[config.mk]
export PLATFORM = sky130hd
export DESIGN_NAME = sdram_bank_tracker
export DESIGN_NICKNAME = d
export VERILOG_FILES = /design/src/rtl/sdram_trk_pkg.sv /design/src/rtl/sdram_trk_ctrl.sv /design/src/rtl/sdram_trk_banks.sv /design/src/rtl/sdram_bank_tracker.sv
export SDC_FILE = /design/constraint.sdc
export NUM_CORES = 1
export LEC_CHECK = 0
export CAP_MARGIN = 10
export CORE_MARGIN = 1.5
export CORE_UTILIZATION = 45
export DETAILED_ROUTE_END_ITERATION = 16
export DONT_BUFFER_PORTS = 1
export PLACE_DENSITY_LB_ADDON = 0.08
export SKIP_CTS_REPAIR_TIMING = 1
export SYNTH_ARGS = -nofsm -noshare
export SYNTH_HDL_FRONTEND = slang
export SYNTH_SLANG_ARGS = --single-unit
[constraint.sdc]
create_clock -name clk -period 8.7 [get_ports clk]
set_input_delay 0.435 -clock clk [delete_from_list [all_inputs] [get_ports clk]]
set_output_delay 0.435 -clock clk [all_outputs]
set_load 0.01 [all_outputs]
[src/rtl/sdram_trk_pkg.sv]
package sdram_trk_pkg;

  typedef enum logic [2:0] {
    CMD_NOP  = 3'd0,
    CMD_ACT  = 3'd1,
    CMD_RD   = 3'd2,
    CMD_WR   = 3'd3,
    CMD_PRE  = 3'd4,
    CMD_BST  = 3'd5,
    CMD_REF  = 3'd6,
    CMD_MODE = 3'd7
  } cmd_e;

  typedef enum logic [2:0] {
    BK_IDLE    = 3'd0,
    BK_OPEN    = 3'd1,
    BK_READ    = 3'd2,
    BK_WRITE   = 3'd3,
    BK_PRECHG  = 3'd4,
    BK_REFRESH = 3'd5
  } bank_e;

  // strobes from the legality control to the bank datapath
  typedef struct packed {
    logic doAct;
    logic doRd;
    logic doWr;
    logic doPreOne;
    logic doPreAll;
    logic doBst;
    logic doRef;
    logic autoPre;
  } strobe_t;

  function automatic logic isOpen(input bank_e s);
    return (s == BK_OPEN) || (s == BK_READ) || (s == BK_WRITE);
  endfunction

endpackage

[src/rtl/sdram_trk_ctrl.sv]
module sdram_trk_ctrl
  import sdram_trk_pkg::*;
#(
  parameter int NUM_BANKS = 4,
  parameter int BANK_W    = 2
) (
  input  logic                   clk,
  input  logic                   rstN,
  input  logic [2:0]             cmd,
  input  logic [BANK_W-1:0]      bankAddr,
  input  logic                   addrBit10,
  input  logic [NUM_BANKS*3-1:0] bankSt,
  input  logic [NUM_BANKS-1:0]   rcdOk,
  input  logic [NUM_BANKS-1:0]   rasOk,
  input  logic [NUM_BANKS-1:0]   apPend,
  output strobe_t                strobe,
  output logic                   cmdOk,
  output logic                   cmdIllegal
);

  bank_e stArr [NUM_BANKS];
  cmd_e  curCmd;
  bank_e tgt;
  logic  anyRef, allIdle, rasAllOk, legal;

  for (genvar gb = 0; gb < NUM_BANKS; gb++) begin : g_unpack
    assign stArr[gb] = bank_e'(bankSt[gb*3 +: 3]);
  end

  assign curCmd = cmd_e'(cmd);
  assign tgt    = stArr[bankAddr];

  always_comb begin
    anyRef   = 1'b0;
    allIdle  = 1'b1;
    rasAllOk = 1'b1;
    for (int b = 0; b < NUM_BANKS; b++) begin
      if (stArr[b] == BK_REFRESH) anyRef = 1'b1;
      if (stArr[b] != BK_IDLE) allIdle = 1'b0;
      if (isOpen(stArr[b]) && !rasOk[b]) rasAllOk = 1'b0;
    end
  end

  always_comb begin
    case (curCmd)
      CMD_NOP:        legal = 1'b1;
      CMD_ACT:        legal = (tgt == BK_IDLE);
      CMD_RD, CMD_WR: legal = rcdOk[bankAddr] &&
                              ((tgt == BK_OPEN) ||
                               (((tgt == BK_READ) || (tgt == BK_WRITE)) && !apPend[bankAddr]));
      CMD_PRE:        legal = addrBit10 ? rasAllOk : (!isOpen(tgt) || rasOk[bankAddr]);
      CMD_BST:        legal = (tgt == BK_READ);
      default:        legal = allIdle;  // refresh and mode-set
    endcase
    if (anyRef && (curCmd != CMD_NOP)) legal = 1'b0;
  end

  always_comb begin
    strobe          = '0;
    strobe.doAct    = legal && (curCmd == CMD_ACT);
    strobe.doRd     = legal && (curCmd == CMD_RD);
    strobe.doWr     = legal && (curCmd == CMD_WR);
    strobe.doPreOne = legal && (curCmd == CMD_PRE) && !addrBit10;
    strobe.doPreAll = legal && (curCmd == CMD_PRE) && addrBit10;
    strobe.doBst    = legal && (curCmd == CMD_BST);
    strobe.doRef    = legal && (curCmd == CMD_REF);
    strobe.autoPre  = addrBit10;
  end

  always_ff @(posedge clk) begin
    if (!rstN) begin
      cmdOk      <= 1'b0;
      cmdIllegal <= 1'b0;
    end else begin
      cmdOk      <= legal && (curCmd != CMD_NOP);
      cmdIllegal <= !legal;
    end
  end

endmodule

[src/rtl/sdram_trk_banks.sv]
module sdram_trk_banks
  import sdram_trk_pkg::*;
#(
  parameter int NUM_BANKS = 4,
  parameter int BANK_W    = 2,
  parameter int T_RCD     = 3,
  parameter int T_RAS     = 6,
  parameter int T_RP      = 3,
  parameter int T_RFC     = 8,
  parameter int BURST_LEN = 4,
  parameter int REF_MAX   = 8192,
  parameter int CNT_W     = 14
) (
  input  logic                   clk,
  input  logic                   rstN,
  input  strobe_t                strobe,
  input  logic [BANK_W-1:0]      bankAddr,
  output logic [NUM_BANKS*3-1:0] bankSt,
  output logic [NUM_BANKS-1:0]   rcdOk,
  output logic [NUM_BANKS-1:0]   rasOk,
  output logic [NUM_BANKS-1:0]   apPend,
  output logic [CNT_W-1:0]       refreshCount
);

  localparam int AGE_MAX = (T_RCD > T_RAS) ? T_RCD : T_RAS;
  localparam int AGE_W   = $clog2(AGE_MAX + 1);
  localparam int TMR_MAX = (T_RP > T_RFC) ? T_RP : T_RFC;
  localparam int TMR_W   = $clog2(TMR_MAX + 1);
  localparam int BEAT_W  = $clog2(BURST_LEN + 1);

  for (genvar gb = 0; gb < NUM_BANKS; gb++) begin : g_bank
    bank_e             st;
    logic [AGE_W-1:0]  age;
    logic [TMR_W-1:0]  tmr;
    logic [BEAT_W-1:0] beat;
    logic              ap;
    logic              sel;

    assign sel = (bankAddr == BANK_W'(gb));

    always_ff @(posedge clk) begin
      if (!rstN) begin
        age <= '0;
      end else if (strobe.doAct && sel) begin
        age <= AGE_W'(1);
      end else if ((age != '0) && (age < AGE_W'(AGE_MAX))) begin
        age <= age + AGE_W'(1);
      end
    end

    always_ff @(posedge clk) begin
      if (!rstN) begin
        st   <= BK_IDLE;
        tmr  <= '0;
        beat <= '0;
        ap   <= 1'b0;
      end else if (strobe.doAct && sel) begin
        st <= BK_OPEN;
      end else if ((strobe.doRd || strobe.doWr) && sel) begin
        st   <= strobe.doRd ? BK_READ : BK_WRITE;
        beat <= '0;
        ap   <= strobe.autoPre;
      end else if (strobe.doBst && sel) begin
        st <= BK_OPEN;
        ap <= 1'b0;
      end else if ((strobe.doPreAll || (strobe.doPreOne && sel)) && isOpen(st)) begin
        st  <= BK_PRECHG;
        tmr <= TMR_W'(T_RP - 1);
        ap  <= 1'b0;
      end else if (strobe.doRef) begin
        st  <= BK_REFRESH;
        tmr <= TMR_W'(T_RFC - 1);
      end else begin
        case (st)
          BK_READ, BK_WRITE: begin
            if (beat == BEAT_W'(BURST_LEN - 1)) begin
              st  <= ap ? BK_PRECHG : BK_OPEN;
              tmr <= TMR_W'(T_RP - 1);
              ap  <= 1'b0;
            end else begin
              beat <= beat + BEAT_W'(1);
            end
          end
          BK_PRECHG, BK_REFRESH: begin
            if (tmr == '0) st <= BK_IDLE;
            else tmr <= tmr - TMR_W'(1);
          end
          default: ;
        endcase
      end
    end

    assign bankSt[gb*3 +: 3] = st;
    assign rcdOk[gb]         = (age >= AGE_W'(T_RCD));
    assign rasOk[gb]         = (age >= AGE_W'(T_RAS));
    assign apPend[gb]        = ap;
  end

  always_ff @(posedge clk) begin
    if (!rstN) begin
      refreshCount <= '0;
    end else if (strobe.doRef && (refreshCount != CNT_W'(REF_MAX))) begin
      refreshCount <= refreshCount + CNT_W'(1);
    end
  end

endmodule

[src/rtl/sdram_bank_tracker.sv]
module sdram_bank_tracker
  import sdram_trk_pkg::*;
#(
  parameter int NUM_BANKS = 4,
  parameter int T_RCD     = 3,
  parameter int T_RAS     = 6,
  parameter int T_RP      = 3,
  parameter int T_RFC     = 8,
  parameter int BURST_LEN = 4,
  parameter int REF_MAX   = 8192,
  localparam int BANK_W   = (NUM_BANKS > 1) ? $clog2(NUM_BANKS) : 1,
  localparam int CNT_W    = $clog2(REF_MAX + 1)
) (
  input  logic                   clk,
  input  logic                   rstN,
  input  logic [2:0]             cmd,
  input  logic [BANK_W-1:0]      bankAddr,
  input  logic                   addrBit10,
  output logic [NUM_BANKS*3-1:0] bankState,
  output logic                   cmdOk,
  output logic                   cmdIllegal,
  output logic [CNT_W-1:0]       refreshCount
);

  strobe_t              strobe;
  logic [NUM_BANKS-1:0] rcdOk, rasOk, apPend;

  sdram_trk_ctrl #(.NUM_BANKS(NUM_BANKS), .BANK_W(BANK_W)) uCtrl (
    .clk(clk), .rstN(rstN), .cmd(cmd), .bankAddr(bankAddr), .addrBit10(addrBit10),
    .bankSt(bankState), .rcdOk(rcdOk), .rasOk(rasOk), .apPend(apPend),
    .strobe(strobe), .cmdOk(cmdOk), .cmdIllegal(cmdIllegal)
  );

  sdram_trk_banks #(
    .NUM_BANKS(NUM_BANKS), .BANK_W(BANK_W), .T_RCD(T_RCD), .T_RAS(T_RAS),
    .T_RP(T_RP), .T_RFC(T_RFC), .BURST_LEN(BURST_LEN), .REF_MAX(REF_MAX), .CNT_W(CNT_W)
  ) uBanks (
    .clk(clk), .rstN(rstN), .strobe(strobe), .bankAddr(bankAddr),
    .bankSt(bankState), .rcdOk(rcdOk), .rasOk(rasOk), .apPend(apPend),
    .refreshCount(refreshCount)
  );

endmodule

Yosys cells after proc, flatten, opt, wreduce, memory -nomap -nowiden
Cells that the tools add are included.
W data, S select, Z words.
{"block": "op_classes", "reduce_logical": 144, "bitwise_logic": 14, "add_sub_neg": 13, "eq_ne": 81, "n_mux": 137, "n_lt_le_gt_ge": 14}
{"cell": "$mux W3", "count": 54}
{"cell": "$mux W4", "count": 16}
{"cell": "$ne A7 B1 Y1 const B", "count": 8}
{"cell": "$mux W1", "count": 54}
{"cell": "$eq A3 B2 Y1 const B", "count": 16}
{"cell": "$ne A6 B1 Y1 const B", "count": 8}
{"cell": "$reduce_and A6 Y1", "count": 8}
{"cell": "$reduce_bool A4 Y1", "count": 12}
{"cell": "$logic_and A1 B1 Y1", "count": 41}
{"cell": "$eq A3 B3 Y1 const B", "count": 11}
{"cell": "$pmux W4 S2", "count": 4}
{"cell": "$reduce_bool A7 Y1", "count": 4}
{"cell": "$reduce_bool A3 Y1", "count": 9}
{"cell": "$reduce_or A2 Y1", "count": 13}
{"cell": "$add A3 B1 Y3 const B", "count": 8}
{"cell": "$ne A2 B1 Y1 const B", "count": 12}
{"cell": "$pmux W3 S2", "count": 4}
{"cell": "$reduce_and A3 Y1", "count": 8}
{"cell": "$reduce_bool A6 Y1", "count": 4}
{"cell": "$eq A3 B1 Y1 const B", "count": 6}
{"cell": "$logic_or A1 B1 Y1", "count": 18}
{"cell": "$logic_not A4 Y1", "count": 4}
{"cell": "$ne A4 B1 Y1 const B", "count": 4}
{"cell": "$ne A4 B2 Y1 const B", "count": 4}
{"cell": "other kinds (21)", "count": 73}
{"block": "totals", "elab_cells": 434, "register_bits": 72, "inputBits": 8}

Depth between registers and ports, before layout
Gate-level depths: netlist (run 1).
{"block": "depth", "depth_word": 21, "depth_mapped": 13, "depth_no_buf": 10}

Cells and area by module
Synthesis (run 1) repeated with hierarchy kept, for this count alone.
{"block": "hier_totals", "hier_cells": 617, "area_unflattened_um2": 5007.3}
{"module": "sdram_trk_banks", "instances": 1, "cells_each": 551, "seq_area_each_um2": 1401.3, "area_each_um2": 4465.5}
{"module": "sdram_trk_ctrl", "instances": 1, "cells_each": 66, "seq_area_each_um2": 40.0, "area_each_um2": 541.8}

Worst setup path after synthesis (run 1)
Ideal clock, no wire load.
{"block": "synth_timing", "path_kind": "input -> register", "start": "input port bankAddr[0]", "end": "register uBanks.g_bank[1].age[1]", "stages": 11, "path_slack_ns": 5.770, "t_arrival_ns": 2.797, "setup_time_ns": 0.134, "cell_sequence": "buf_6 -> nor4bb_1 -> or4_4 -> a2111oi_0 -> o211a_1 -> buf_2 -> or2_4 -> buf_2 -> nand2_1 -> o21ai_0 -> nor3_1"}
{"block": "synth_between", "elab_chain_len": 15, "word_cells_on_any_way": 30}
{"element": "start, declared", "line_no": "sdram_bank_tracker.sv:17", "text": "input logic [BANK_W-1:0] bankAddr,"}
{"element": "$not A2 Y3 (implied by the code)", "line_no": "sdram_trk_ctrl.sv:31", "text": "assign tgt = stArr[bankAddr];"}
{"element": "$bmux W3 S2", "line_no": "sdram_trk_ctrl.sv:31"}
{"element": "$mux W3 (implied by the code) (2 in series)", "line_no": "sdram_trk_ctrl.sv:31"}
{"element": "$eq A3 B1 Y1 / $eq A3 B2 Y1 (equally long branches)"}
{"element": "$logic_or A1 B1 Y1 (2 in series)", "line_no": "sdram_trk_pkg.sv:36", "text": "return (s == BK_OPEN) || (s == BK_READ) || (s == BK_WRITE);"}
{"element": "$logic_not A1 Y1", "line_no": "sdram_trk_ctrl.sv:51", "text": "CMD_PRE: legal = addrBit10 ? rasAllOk : (!isOpen(tgt) || rasOk[bankAddr]);"}
{"element": "$logic_or A1 B1 Y1", "line_no": "sdram_trk_ctrl.sv:51"}
{"element": "$mux W1", "line_no": "sdram_trk_ctrl.sv:51"}
{"element": "$pmux W1 S5", "line_no": "sdram_trk_ctrl.sv:45", "text": "case (curCmd)"}
{"element": "$mux W1", "line_no": "sdram_trk_ctrl.sv:55", "text": "if (anyRef && (curCmd != CMD_NOP)) legal = 1'b0;"}
{"element": "$logic_and A1 B1 Y1", "line_no": "sdram_trk_ctrl.sv:60", "text": "strobe.doAct = legal && (curCmd == CMD_ACT);"}
{"element": "$logic_and A1 B1 Y1 *", "line_no": "sdram_trk_banks.sv:44", "text": "end else if (strobe.doAct && sel) begin"}
{"element": "$reduce_or A2 Y1 (no line) *"}
{"element": "end signal, assigned", "line_no": "sdram_trk_banks.sv:47", "text": "age <= age + AGE_W'(1);"}
{"element": "end, declared", "line_no": "sdram_trk_banks.sv:33", "text": "logic [AGE_W-1:0] age;"}
Every way passes the cells marked *; elsewhere a longest branch is shown, timed or not. The select of a mux whose other input is x is not followed.
A chain may end at the register's enable or synchronous reset.

Worst setup path after layout (run 1)
{"block": "layout_timing", "start": "register uBanks.g_bank[2].age[1]", "end": "register uBanks.g_bank[2].beat[2]"}
{"block": "layout_between", "elab_chain_len": 15, "word_cells_on_any_way": 38}
{"element": "start, declared", "line_no": "sdram_trk_banks.sv:33"}
{"element": "start signal, assigned", "line_no": "sdram_trk_banks.sv:47"}
{"element": "$ge A3 B3 Y1", "line_no": "sdram_trk_banks.sv:95", "text": "assign rasOk[gb] = (age >= AGE_W'(T_RAS));"}
{"element": "$logic_not A1 Y1", "line_no": "sdram_trk_ctrl.sv:40", "text": "if (isOpen(stArr[b]) && !rasOk[b]) rasAllOk = 1'b0;"}
{"element": "$logic_and A1 B1 Y1", "line_no": "sdram_trk_ctrl.sv:40"}
{"element": "$mux W1 (2 in series)", "line_no": "sdram_trk_ctrl.sv:40"}
{"element": "$mux W1", "line_no": "sdram_trk_ctrl.sv:51"}
{"element": "$pmux W1 S5 *", "line_no": "sdram_trk_ctrl.sv:45"}
{"element": "$mux W1 *", "line_no": "sdram_trk_ctrl.sv:55"}
{"element": "$logic_and A1 B1 Y1", "line_no": "sdram_trk_ctrl.sv:63, sdram_trk_ctrl.sv:64"}
{"element": "$logic_and A1 B1 Y1", "line_no": "sdram_trk_ctrl.sv:63", "text": "strobe.doPreOne = legal && (curCmd == CMD_PRE) && !addrBit10;"}
{"element": "$logic_and A1 B1 Y1", "line_no": "sdram_trk_banks.sv:66", "text": "end else if ((strobe.doPreAll || (strobe.doPreOne && sel)) && isOpen(st)) begin"}
{"element": "$logic_or A1 B1 Y1", "line_no": "sdram_trk_banks.sv:66"}
{"element": "$logic_and A1 B1 Y1", "line_no": "sdram_trk_banks.sv:66"}
{"element": "$ne A2 B1 Y1 (no line)"}
{"element": "$reduce_and A6 Y1 (no line)"}
{"element": "end signal, assigned", "line_no": "sdram_trk_banks.sv:81", "text": "beat <= beat + BEAT_W'(1);"}
{"element": "end, declared", "line_no": "sdram_trk_banks.sv:35", "text": "logic [BEAT_W-1:0] beat;"}
Marked as above.

==> key figures, run 1 <==
Outcome
  – Status: finished, final reports clean

Placement
  – Placed cell count: 734
  – Final HPWL DP: between 9 and 10 mm
  – PortBufs: 0
  – Final GP Congestion: between 0.8 and 0.9
  – Pre-CTS setup slack: ~5.3 ns
  – Placed Area: 0.004891 sq mm

Synthesis
  – Compound-Gate Fraction of Synth Area: about a quarter
  – Largest family of logic cells by synthesized area: simple AND/OR/NAND/NOR gates
  – Primary FF master, synth: dfxtp_1
  – Mapped Nets: between 600 and 700
  – Post-synthesis mux area share: slightly above 3%
  – Simple-Gate Fraction of Synth Area: between 20 and 30%
  – Register area share after synthesis: between 20% and 30%
  – Post-synth cell types: 71
  – Async SR Flop Fraction: 0%
  – Synth warn: 0
  – Avg Inst Size Synth: 7.742 sq um
  – Mapped cell area: approximately 0.0048 sq mm
  – Mapped Cells: between 600 and 700
  – #FFs+latches synth: between 70 and 80
  – Number of synthesized flops with an enable pin: 0
  – XOR/XNOR Fraction of Synth Area: under 10%
  – Post-Synth Adder-Cell Area: ~8.8%

Timing
  – Final worst slack: 5.186 ns
  – Fin. max-slew vios: 0
  – Tmin final: roughly 3.5 ns
  – RSZ-0062 raised after global routing: no
  – Final period utilization: around 40%
  – Fmax: ~0.28 GHz
  – Worst rel slew slack: 41.68%
  – Final clock skew: between 0.015 and 0.02 ns
  – Final Hold Vio Count: 0
  – Final setup viols: 0
  – Setup TNS: 0 ns
  – Least-Margin Pin Slew: 0.8702 ns

CTS
  – # clock sinks: 72
  – Clock Path Buffers: 2
  – TritonCTS Buffers: 9
  – CTS H-tree lvls: 3
  – Root buffer cell: clkbuf_8
  – Clock-pin slew on the worst setup and hold paths: around 0.090 ns
  – CTS tree: yes
  – Clock latency on the worst-skew pair: approximately 0.36 ns

Route
  – DRT Pass-1 Iters: 5
  – # DRC: 0
  – Initial DRC count: between 400 and 500
  – Wire length per cell: between 15 and 20 microns
  – Routed Antenna Nets: 0
  – Post-Route WL: between 10 and 15 mm
  – DR vias/cell: slightly above 6
  – Via count: 4621

Worst setup path
  – CP Class: flop to flop
  – Max FO, Critical Path: 14
  – Worst path required time: 8.98 ns
  – CP Capture Type: flop
  – R2R setup slack: just over 5 ns
  – CP arrival: 3.80 ns
  – CP Launch Type: flop

Pwr
  – Power per cell area: roughly 160 mW/mm^2
  – Leak: approximately 0.0019 uW
  – Peak VDD IR: around 0.00008 V

Cells and area
  – Final Non-Filler Cells: between 700 and 800
  – Final nets: between 600 and 700
  – FILL cells: 1040
  – Area grow syn2layout: 5.284%
  – Layout cells sized above 1: 5.710%
  – Post-route cell area: just over 0.005 sq mm
  – # diodes: 0
  – Final core utilization: between 40 and 50%

Global routing
  – Initial antenna violation count: 0
  – Number of global-route vias before repair: 4358
  – Largest net degree at the start of global routing: 36
  – First-pass GRT wire length: around 22 mm
  – Global Route Usage Sum: about a quarter
  – Grt ovf: 0

Die
  – Die Wd: 106.6 microns
  – Starting Density: between 40 and 50%
  – Total core area: between 0.01 and 0.015 sq mm
  – Die height: between 100 and 150 microns
  – IO Pins: 36
  – # rows: 37
  – Die area: ~0.011 sq mm

Flow run
  – Max-cap violations: 0

Min path
  – Worst Hold Class: primary input to flop
synth_stat cells (all sizes together) (4+ instances only):
cell type,n,area (sq um)
mux2i,8,80.08
a2111oi,5,62.56
or2,6,40.04
o32ai,5,43.79
a21oi,53,265.3
a31oi,6,37.54
xnor2,6,52.55
nand4,7,43.79
nor2,72,272.8
nor4b,4,41.29
buf,8,50.04
nor3,23,120.1
nor2b,8,50.05
inv,35,131.4
a2bb2oi,4,35.03
nand2,66,247.7
xor2,12,105.1
ha,34,425.4
or3,8,50.05
and3,5,31.28
nand2b,11,68.82
dfxtp,72,1441
nand3,14,70.07
clkbuf,20,75.07
a21boi,5,37.54
o21a,10,75.07
a211oi,9,72.57
nor4,6,37.54
a21o,4,30.03
o21ai,42,214.0
and2,5,31.28
registers in the layout, summed over array words and instances, names as in the netlist:
name,cells
uBanks.g_bank.ap,4
uBanks.g_bank.tmr,16
uCtrl.cmdOk,1
uCtrl.cmdIllegal,1
uBanks.g_bank.age,12
uBanks.g_bank.beat,12
uBanks.refreshCount,14
uBanks.g_bank.st,12
final timing paths:
kind / endpoint / start / cells past startpoint
worst min-delay path: uBanks.refreshCount[3] / rstN / 1
worst max register to register: uBanks.g_bank[2].beat[2] / uBanks.g_bank[2].age[1] / 9
worst max-delay path: uBanks.g_bank[2].beat[2] / uBanks.g_bank[2].age[1] / 9
worst min register to register: uBanks.g_bank[3].beat[2] / uBanks.g_bank[3].beat[2] / 2
cell usage in the layout (no fill, tap or decap), types with 6 or more instances in the layout:
| cell | netlist | final |
|---|---|---|
| clkbuf_8 | 0 | 10 |
| xnor2_1 | 6 | 6 |
| o21a_1 | 10 | 10 |
| a31oi_1 | 6 | 6 |
| a21oi_1 | 53 | 53 |
| ha_1 | 34 | 34 |
| nand2b_1 | 11 | 11 |
| mux2i_1 | 8 | 8 |
| or3_1 | 8 | 8 |
| xor2_1 | 12 | 12 |
| nand2_1 | 66 | 66 |
| nor3_1 | 22 | 22 |
| nand4_1 | 7 | 7 |
| dfxtp_1 | 72 | 72 |
| nand3_1 | 14 | 14 |
| nor2b_1 | 8 | 8 |
| nor2_1 | 71 | 71 |
| a211oi_1 | 8 | 8 |
| nor4_1 | 6 | 6 |
| o21ai_0 | 41 | 41 |
| inv_1 | 35 | 35 |
power by group:
part,internal (uW),switching [uW]
logic,72.1,111
registers,347,26.2
clock network,138,132
total,558,269
per-layer routing:
metal	global-route usage [%]	vias to the layer above	part of all wire, %
met5	0	-	0
met4	8.857	0	1.8
met3	5.167	26	8.1
met2	37.18	200	44
met1	34.56	2171	46
li1	-	2224	-
critical path: stages, from the launching register on:
cell	delay [ns]
dfxtp_1	0.38
ha_1	0.21
ha_1	0.18
a2111oi_0	0.68
a211oi_1	0.09
o211a_1	0.40
nor2_2	0.60
o21ai_0	0.41
or2_2	0.38
a21oi_1	0.12
per-stage QoR:
stage          power [uW]  hold slack [ns]
2_1_floorplan       524.0           0.4291
3_3_place_gp        558.1           0.4405
3_5_place_dp        560.1           0.4454
4_1_cts             830.3           0.1973
5_1_grt             874.3           0.2017
6_report            826.9           0.2087
final cells by class:
class | instances | area (sq um) | share of cell area (%)
multi-input combinational | 489 | 3133 | 61.60
sequential | 72 | 1441 | 28.34
tap | 136 | 170.2 | 3.346
clock buffer | 10 | 137.6 | 2.706
inverter | 35 | 131.4 | 2.583
clock inverter | 5 | 57.56 | 1.132
timing repair buffer | 2 | 15.01 | 0.2952
kinds of logic (layout without fill, tap and decap cells):
kind of cell,Yosys count,in the layout
flops,72,72
fa+ha+maj,34,34
compound gates,176,176
buf+inv,63,52
mux,11,11
xor+xnor,18,18
simple gates,250,250
(Power assumes the default switching activity.)
==> run 2: changes to the inputs <==
--- a/config.mk
+++ b/config.mk
@@ -5,6 +5,7 @@
 export SDC_FILE = /design/constraint.sdc
 export NUM_CORES = 1
 export LEC_CHECK = 0
+export ABC_AREA = 1
 export CAP_MARGIN = 10
 export CORE_MARGIN = 1.5
 export CORE_UTILIZATION = 45
==> constraint.sdc (replaced) <==
create_clock -name clk -period 3.4 [get_ports clk]
set_input_delay 0.17 -clock clk [delete_from_list [all_inputs] [get_ports clk]]
set_output_delay 0.17 -clock clk [all_outputs]
set_load 0.01 [all_outputs]
==> key figures, run 2 <==
Outcome
  – Status: finished, final reports clean

Route
  – Wire length per cell: ~15 microns
  – Routed Antenna Nets: 0
  – DR vias/cell: 5.382
  – Via count: around 5000
  – Post-Route WL: ~13 mm
  – DRT Pass-1 Iters: 5
  – Initial DRC count: roughly 440
  – # DRC: 0

Synthesis
  – Synth warn: 0
  – Synth top cells by count: nand2_1, inv_1, nor2_1
  – Post-synth cell types: between 40 and 50
  – Synth area leader: dfxtp_1
  – Avg Inst Size Synth: between 6 and 7 sq um
  – Yosys top cell area share: a little under 30%
  – Count leader, synth: nand2_1
  – #FFs+latches synth: 72
  – Mapped cell area: roughly 0.0050 sq mm
  – Synth area leaders: dfxtp_1, nand2_1, ha_1
  – Mapped Nets: ~800
  – Number of synthesized flops with an enable pin: 0
  – Mapped Cells: between 700 and 800
  – Register area share after synthesis: between 20 and 30%
  – Primary FF master, synth: dfxtp_1
  – Async SR Flop Fraction: 0%

Timing
  – Least-Margin Pin Slew: roughly 0.9 ns
  – Final period utilization: between 80% and 90%
  – Hold slack final: approximately 0.018 ns
  – Final clock skew: approximately 0.0045 ns
  – Worst rel slew slack: 39.71%
  – Fin. max-slew vios: 0
  – Setup TNS: 0 ns
  – RSZ-0062 raised after global routing: no
  – Fmax: approximately 0.35 GHz
  – Final setup viols: 0
  – Final Hold Vio Count: 0
  – Final worst slack: ~0.56 ns
  – Tmin final: roughly 2.8 ns

Global routing
  – First-pass GRT wire length: roughly 22 mm
  – Grt ovf: 0
  – Number of global-route vias before repair: ~4600
  – Largest net degree at the start of global routing: 26
  – Initial antenna violation count: 0
  – Global Route Usage Sum: about 24%

Die
  – Die height: 108.2 microns
  – Total core area: 0.01084 sq mm
  – IO Pins: 36
  – # rows: 38
  – Die Wd: 108.2 microns
  – Die area: 0.01171 sq mm
  – Starting Density: 45.97%

Worst setup path
  – CP max stage delay: between 0.5 and 0.6 ns
  – Critical-path cell list: nor2_1 > nand2_1 > o21ai_0 > a311oi_2 > nand2_4 > nand2_4 > nand3_4 > inv_2 > nand2_2 > inv_2 > nand4_1 > o21ai_0 > nor2_1
  – Worst path required time: about 3.7 ns
  – CP Capture Type: flop
  – CP arrival: slightly above 3 ns
  – Max FO, Critical Path: 24
  – CP Launch Type: flop
  – Crit path max-delay cell type: dfxtp_1
  – R2R setup slack: around 0.56 ns
  – CP Class: flop to flop

Pwr
  – Power per cell area: 569.4 mW/mm^2
  – Leak: roughly 0.0024 uW
  – Peak VDD IR: about 0.00031 V

Cells and area
  – Layout cells sized above 1: 8.915%
  – # diodes: 0
  – Most frequent cells in the layout: nand2_1, inv_1, nor2_1
  – Commonest non-fill, non-tap cell in the layout: nand2_1
  – Max FFs per register: 16
  – FILL cells: 1126
  – Area grow syn2layout: 6.678%
  – Final nets: between 800 and 900
  – Biggest register: uBanks.g_bank.tmr
  – Top flop regs: uBanks.g_bank.tmr (16), uBanks.refreshCount (14)
  – Post-route cell area: ~0.0053 sq mm

CTS
  – Clock-pin slew on the worst setup and hold paths: 0.07 ns
  – Root buffer cell: clkbuf_8
  – # clock sinks: 72
  – TritonCTS Buffers: 9
  – CTS H-tree lvls: 3
  – Clock Path Buffers: 2
  – Clock latency on the worst-skew pair: 0.36 ns
  – CTS tree: yes

Placement
  – Pre-CTS setup slack: roughly 0.63 ns
  – Placed Area: approximately 0.005 sq mm
  – Final HPWL DP: between 9 and 10 mm
  – Final GP Congestion: ~0.95
  – PortBufs: 0

Flow run
  – Max-cap violations: 0

Min path
  – Worst Hold Class: primary input to flop
## run 2: path summary, 6_finish.rpt
| path | cells after the start | startpoint | end |
|---|---|---|---|
| worst min register to register | 2 | uBanks.g_bank[0].beat[1] | uBanks.g_bank[0].beat[1] |
| worst min-delay path | 2 | rstN | uBanks.g_bank[2].age[1] |
| worst max register to register | 13 | uBanks.g_bank[3].st[1] | uBanks.refreshCount[6] |
| worst max-delay path | 13 | uBanks.g_bank[3].st[1] | uBanks.refreshCount[6] |
## run 2: area by class of cell
type | instances | area (sq um) | share of cell area [%]
tap | 140 | 175.2 | 3.295
clock inverter | 1 | 30.03 | 0.5648
clock buffer | 13 | 138.9 | 2.612
inverter | 109 | 409.1 | 7.696
sequential | 72 | 1441 | 27.11
timing repair buffer | 6 | 50.05 | 0.9414
multi-input combinational | 573 | 3072 | 57.78
## run 2: stage by stage
stage	total power, uW	util (%)	instances
floorplan	2113	-	765
global placement	2352	47.30	898
detailed placement	2371	47.30	898
CTS	3032	48.86	912
global route	3296	49.04	914
finish	3027	49.04	914
## run 2: power by group
group          total [uW]  switching [uW]  internal, uW
Clock                 649             316           333
Combinational        1220             784           438
Sequential           1160             171           985
## run 2: routing by layer
layer  vias up  part of all wire, %  track usage [%]
li1       2512                    -                -
met1      2256                   47            32.23
met2       120                   44            37.61
met4         0                  2.8            10.34
met3        31                  6.2            5.063
met5         -                    0                0
## run 2: cells by family (layout without fill, tap and decap cells)
group	count (synthesis)	in the layout	synth area share (%)
buffers and inverters	120	129	9.440
xor gates and xnor gates	11	11	1.933
and+or+nand+nor	398	398	36.38
DFF	72	72	28.92
AOI/OAI and AO/OA	130	130	14.79
adders and majority gates	34	34	8.536
## run 2: critical path: cells and delay by family, from the launching register on
family | cells | cell delay, ns
flip-flops | 1 | 0.56
AND/OR/NAND/NOR | 8 | 1.17
buffers and inverters | 2 | 0.30
AO/OA/AOI/OAI | 3 | 0.70
